$ cat config.mk
export PLATFORM = sky130hd
export DESIGN_NAME = supv_reset_gen
export DESIGN_NICKNAME = d
export VERILOG_FILES = /design/src/rtl/supv_reset_pkg.sv /design/src/rtl/supv_sync.sv /design/src/rtl/supv_pb_qual.sv /design/src/rtl/supv_stretch.sv /design/src/rtl/supv_reset_gen.sv
export SDC_FILE = /design/constraint.sdc
export NUM_CORES = 1
export LEC_CHECK = 0
export BUFFER_PORTS_ARGS = -buffer_cell sky130_fd_sc_hd__buf_2
export CORE_MARGIN = 1
export CORE_UTILIZATION = 23
export DETAILED_ROUTE_END_ITERATION = 12
export PLACE_DENSITY = 0.38
export RECOVER_POWER = 100
export SETUP_SLACK_MARGIN = 0.5
export SYNTH_ARGS = -nofsm -noshare
export SYNTH_HDL_FRONTEND = slang
export SYNTH_SLANG_ARGS = --single-unit
export TNS_END_PERCENT = 30
$ cat constraint.sdc
create_clock -name clk -period 1.3 [get_ports clk]
set_input_delay 0.26 -clock clk [delete_from_list [all_inputs] [get_ports clk]]
set_output_delay 0.26 -clock clk [all_outputs]
set_load 0.05 [all_outputs]
$ cat src/rtl/supv_reset_pkg.sv
package supv_reset_pkg;

    // Reset causes gathered in one bundle
    typedef struct packed {
        logic pwr;
        logic pb;
        logic wd;
    } cause_t;

    // Stretch engine state
    typedef enum logic {
        STR_IDLE = 1'b0,
        STR_HOLD = 1'b1
    } stretch_state_t;

    // Counter width able to hold values 0..n
    function automatic int cnt_width(input int n);
        return (n < 2) ? 1 : $clog2(n + 1);
    endfunction

    function automatic logic cause_any(input cause_t c);
        return c.pwr | c.pb | c.wd;
    endfunction

endpackage

$ cat src/rtl/supv_sync.sv
module supv_sync #(
    parameter int STAGES = 2,
    parameter logic IDLE = 1'b1
) (
    input  logic clk,
    input  logic rst,
    input  logic d_async,
    output logic q_sync
);
    logic [STAGES-1:0] chain;

    generate
        for (genvar i = 0; i < STAGES; i++) begin : g_stage
            always_ff @(posedge clk) begin
                if (rst)
                    chain[i] <= IDLE;
                else if (i == 0)
                    chain[i] <= d_async;
                else
                    chain[i] <= chain[(i == 0) ? 0 : i-1];
            end
        end
    endgenerate

    assign q_sync = chain[STAGES-1];
endmodule

$ cat src/rtl/supv_pb_qual.sv
module supv_pb_qual
    import supv_reset_pkg::*;
#(
    parameter int QUAL_MS = 40
) (
    input  logic clk,
    input  logic rst,
    input  logic tick,
    input  logic pb_low,
    output logic pb_held
);
    localparam int QW = cnt_width(QUAL_MS);
    localparam logic [QW-1:0] LAST = QW'(QUAL_MS - 1);

    logic [QW-1:0] low_cnt;
    logic          held_q;

    always_ff @(posedge clk) begin
        if (rst) begin
            low_cnt <= '0;
            held_q  <= 1'b0;
        end else if (!pb_low) begin
            low_cnt <= '0;
            held_q  <= 1'b0;
        end else if (tick && !held_q) begin
            if (low_cnt == LAST) begin
                held_q <= 1'b1;
            end else begin
                low_cnt <= low_cnt + 1'b1;
            end
        end
    end

    assign pb_held = held_q;
endmodule

$ cat src/rtl/supv_stretch.sv
module supv_stretch
    import supv_reset_pkg::*;
#(
    parameter int STRETCH_MS = 250
) (
    input  logic clk,
    input  logic rst,
    input  logic tick,
    input  logic cause,
    output logic holding
);
    localparam int SW = cnt_width(STRETCH_MS);
    localparam logic [SW-1:0] LAST = SW'(STRETCH_MS - 1);

    stretch_state_t state;
    logic [SW-1:0]  ms_cnt;

    always_ff @(posedge clk) begin
        if (rst) begin
            state  <= STR_HOLD;   // behave as if power had just returned
            ms_cnt <= '0;
        end else if (cause) begin
            state  <= STR_HOLD;
            ms_cnt <= '0;
        end else if (state == STR_HOLD && tick) begin
            if (ms_cnt == LAST) begin
                state  <= STR_IDLE;
                ms_cnt <= '0;
            end else begin
                ms_cnt <= ms_cnt + 1'b1;
            end
        end
    end

    assign holding = (state == STR_HOLD);
endmodule

$ cat src/rtl/supv_reset_gen.sv
module supv_reset_gen
    import supv_reset_pkg::*;
#(
    parameter int QUAL_MS     = 40,
    parameter int STRETCH_MS  = 250,
    parameter int SYNC_STAGES = 2
) (
    input  logic clk,
    input  logic rst,
    input  logic tick_1ms,
    input  logic pwr_fail,
    input  logic pb_n,
    input  logic wd_req,
    output logic rst_n_o,
    output logic rst_o
);
    logic   pb_n_s;
    logic   pb_held;
    logic   holding;
    cause_t cause;
    logic   active;

    supv_sync #(.STAGES(SYNC_STAGES), .IDLE(1'b1)) u_sync (
        .clk     (clk),
        .rst     (rst),
        .d_async (pb_n),
        .q_sync  (pb_n_s)
    );

    supv_pb_qual #(.QUAL_MS(QUAL_MS)) u_qual (
        .clk     (clk),
        .rst     (rst),
        .tick    (tick_1ms),
        .pb_low  (!pb_n_s),
        .pb_held (pb_held)
    );

    always_comb begin
        cause.pwr = pwr_fail;
        cause.pb  = pb_held;
        cause.wd  = wd_req;
    end

    supv_stretch #(.STRETCH_MS(STRETCH_MS)) u_stretch (
        .clk     (clk),
        .rst     (rst),
        .tick    (tick_1ms),
        .cause   (cause_any(cause)),
        .holding (holding)
    );

    assign active  = holding | cause_any(cause);
    assign rst_o   = active;
    assign rst_n_o = ~active;
endmodule

==> results.yml <==
outcome:
  outcome: "complete, but fails checks"
  violations: "setup timing"
place:
  place_congestion: 0.763
  place_hpwl_um: 1340
  dpl_cell_area_sq_um: 1060
  port_buffers: 7
global_routing:
  grt.total_usage_pct: 11.3
  grt_pass1_wl_um: 3480
  grt_max_degree: 11
  first_global_vias: 759
  antenna_found_initial: 0
  overflow: 0
floorplanning:
  start_util_pct: 24.5
  ios: 8
  core_sq_um: 3420
  dieArea_sq_um: 3890
  num_rows: 21
  die_h_um: 62.4
  die_w_um: 62.4
timing:
  clock.fmax_ghz: 0.617
  min_period_over_period_pct: 125
  worst_slack_ns: -0.320
  slew_viol_final: 0
  grt_setup_unrepaired: "yes"
  relSlewSlack_pct: 80.3
  skew_ns: 0.00343
  period_minus_slack_ns: 1.62
  hold_viol_final: 0
  setup_viol: 4
  worst_pin_slew_ns: 0.294
synth:
  netlist_instances: 90
  synthFlopType: "dfxtp_1"
  syn_area_per_cell_sq_um: 9.31
  netlist-cell-type-count: 34
  async_reset_ff_share_pct: 0
  yosysSeqAreaShare_pct: 43.0
  synth_area_leaders: "dfxtp_1 43%, xor2_1 6.3%, nor2_1 5.4%, ha_1 4.5%, nand4_1 4.5%"
  synthXorXnorAreaFrac_pct: 7.31
  synth_compound_area_share_pct: 10.9
  synthTopCellsByCount: "18 x dfxtp_1, 12 x nor2_1, 8 x nand2_1, 6 x nand4_1, 6 x xor2_1"
  synth_fp_nets: 99
  synth_area_sq_um: 838
  synth_mux_area_share_pct: 1.19
  yosys.cell_count.top_type: "dfxtp_1"
  yosys_register_bits: 18
  synth_edf_count: 0
  synthSimpleGateAreaFrac_pct: 31.3
  yosys.area.top_type_share_pct: 43.0
  synth_top_family_by_area: "simple AND/OR/NAND/NOR gates"
  yosysTopAreaCell: "dfxtp_1"
  synth-adder-area-share_pct: 4.48
  yosysWarnings: 0
setup_path:
  start_kind: "flop"
  worstPathCellList: "or4_4 -> clkinvlp_4 -> buf_8"
  ff2ff_path_depth: 4
  cp.required_ns: 1.04
  crit_slowest_cell: "or4_4"
  reg2reg_from: "u_qual.low_cnt[4]$_SDFFE_PP0P_"
  arrival_ns: 1.36
  rrSetupSlack_ns: -0.04
  critPathKind: "flop to primary output"
  cp_max_fo: 2
  max_stage_delay_ns: 0.49
  end_kind: "primary output"
  reg2reg_to: "u_qual.low_cnt[1]$_SDFFE_PP0P_"
  crit_path_start: "u_stretch.holding$_SDFFE_PP1P_"
route:
  remaining_drc_errors: 0
  via_count: 711
  vias_per_cell: 4.39
  drt-total-wl_um: 1800
  drtAntennaViolNets: 0
  dr.first_iter.drc_count: 35
  wl_per_cell_um: 11.1
  drt-pass1-iter-count: 3
clocking:
  cts_tree: "yes"
  cts-root-buf: "clkbuf_4"
  htreeDepth: 1
  postCtsHoldBufs: 0
  ctsLongestPathBuffers: 2
  cts_sinks: 18
  clk_pin_slew_worst_paths_ns: 0.11
  insertion_delay_ns: 0.30
  cts_buffers: 3
hold_path:
  hold_class: "input pin to flop"
  hold_depth: 2
  min-delay-start: "pb_n"
  worstHoldEndpoint: "u_sync.chain[0]$_SDFF_PP1_"
finish:
  postLayoutCellArea_sq_um: 1190
  nNetsFinal: 126
  drive_gt1_share_pct: 52.6
  syn_to_final_growth_pct: 41.6
  diodes: 0
power:
  p_total_uw: 976
  ir_worst_vdd_mv: 0.250
  powerDensity_nw_per_um2: 822
  p_leak_nw: 0.446
run:
  drv_cap: 0
## state kept, by name (all words and copies together) (netlist names)
register / flops
u_sync.q_sync: 1
u_sync.chain: 1
u_qual.low_cnt: 6
u_stretch.ms_cnt: 8
u_stretch.holding: 1
u_qual.pb_held: 1
## logic make-up (layout without fill, tap and decap cells)
kind of cell	after synthesis	after routing
AO/OA/AOI/OAI	12	12
XOR/XNOR	7	7
flip-flops	18	18
multiplexers	1	1
adder cells (fa/ha/maj)	3	3
AND/OR/NAND/NOR	45	45
buffers and inverters	4	30
## per-stage QoR
step / utilization [%] / hold slack [ns] / worst slack, ns / TNS [ns] / instances
detailed placement: 30.9 / 0.407 / -0.194 / -0.300 / 154
global placement: 30.9 / 0.399 / -0.182 / -0.275 / 154
global route: 34.8 / 0.132 / -0.387 / -1.23 / 162
CTS: 34.9 / 0.134 / -0.343 / -0.667 / 161
finish: 34.8 / 0.143 / -0.320 / -0.659 / 162
floorplan: - / 0.354 / -0.158 / -0.158 / 90
## layer usage
layer / GRT usage, % / vias up / share of wire (%)
met4: 6.10 / 0 / 2.3
met2: 16.9 / 9 / 44
met3: 2.92 / 4 / 3.3
met5: 0 / - / 0
met1: 14.8 / 324 / 50
li1: - / 374 / -
## repair_timing
action,CTS,global route
pin swaps,34,8
hold endpoints to repair,0,0
setup endpoints to repair,18,18
gates resized for setup,24,3
buffers inserted,3,1
## how the worst max path moves through the flow
| stage | slack [ns] | endpoint | depth (start not counted) |
|---|---|---|---|
| 2_1_floorplan | -0.16 | rst_n_o | 2 |
| 3_3_place_gp | -0.18 | rst_n_o | 4 |
| 3_5_place_dp | -0.19 | rst_n_o | 4 |
| 4_1_cts | -0.34 | rst_n_o | 3 |
| 5_1_grt | -0.39 | rst_n_o | 3 |
| 6_report | -0.32 | rst_n_o | 3 |
## critical path, delay by kind of cell, from the launching register on
kind / cells / cell delay [ns]
buffers and inverters: 2 / 0.23
flip-flops: 1 / 0.34
AND/OR/NAND/NOR: 1 / 0.49
## where the power goes
| group | leakage, nW | internal [mW] | switching [mW] |
|---|---|---|---|
| logic | 0.277 | 0.0296 | 0.0314 |
| registers | 0.148 | 0.553 | 0.00294 |
| clock network | 0.0210 | 0.171 | 0.189 |
## cell type report
cell class	count	area (sq um)
Clock buffer	4	36.3
Fill cell	378	2230
Inverter	2	11.3
Multi-Input combinational cell	68	528
Sequential cell	18	373
Tap cell	46	57.6
Timing Repair Buffer	24	181
## placed cells by master (no fill, tap or decap), types with 2 or more instances in the layout
master	n
nor2_1	9
nor2_2	2
nor3_1	2
a21boi_1	2
or2_2	3
dfxtp_1	12
dfxtp_2	4
nand4_1	6
buf_2	4
a21oi_1	2
xor2_1	6
clkbuf_4	3
buf_6	2
buf_4	16
dfxtp_4	2
nand2_2	4
nand2_1	5
ha_2	2
No activity file was read; power rests on OpenSTA's default activity.
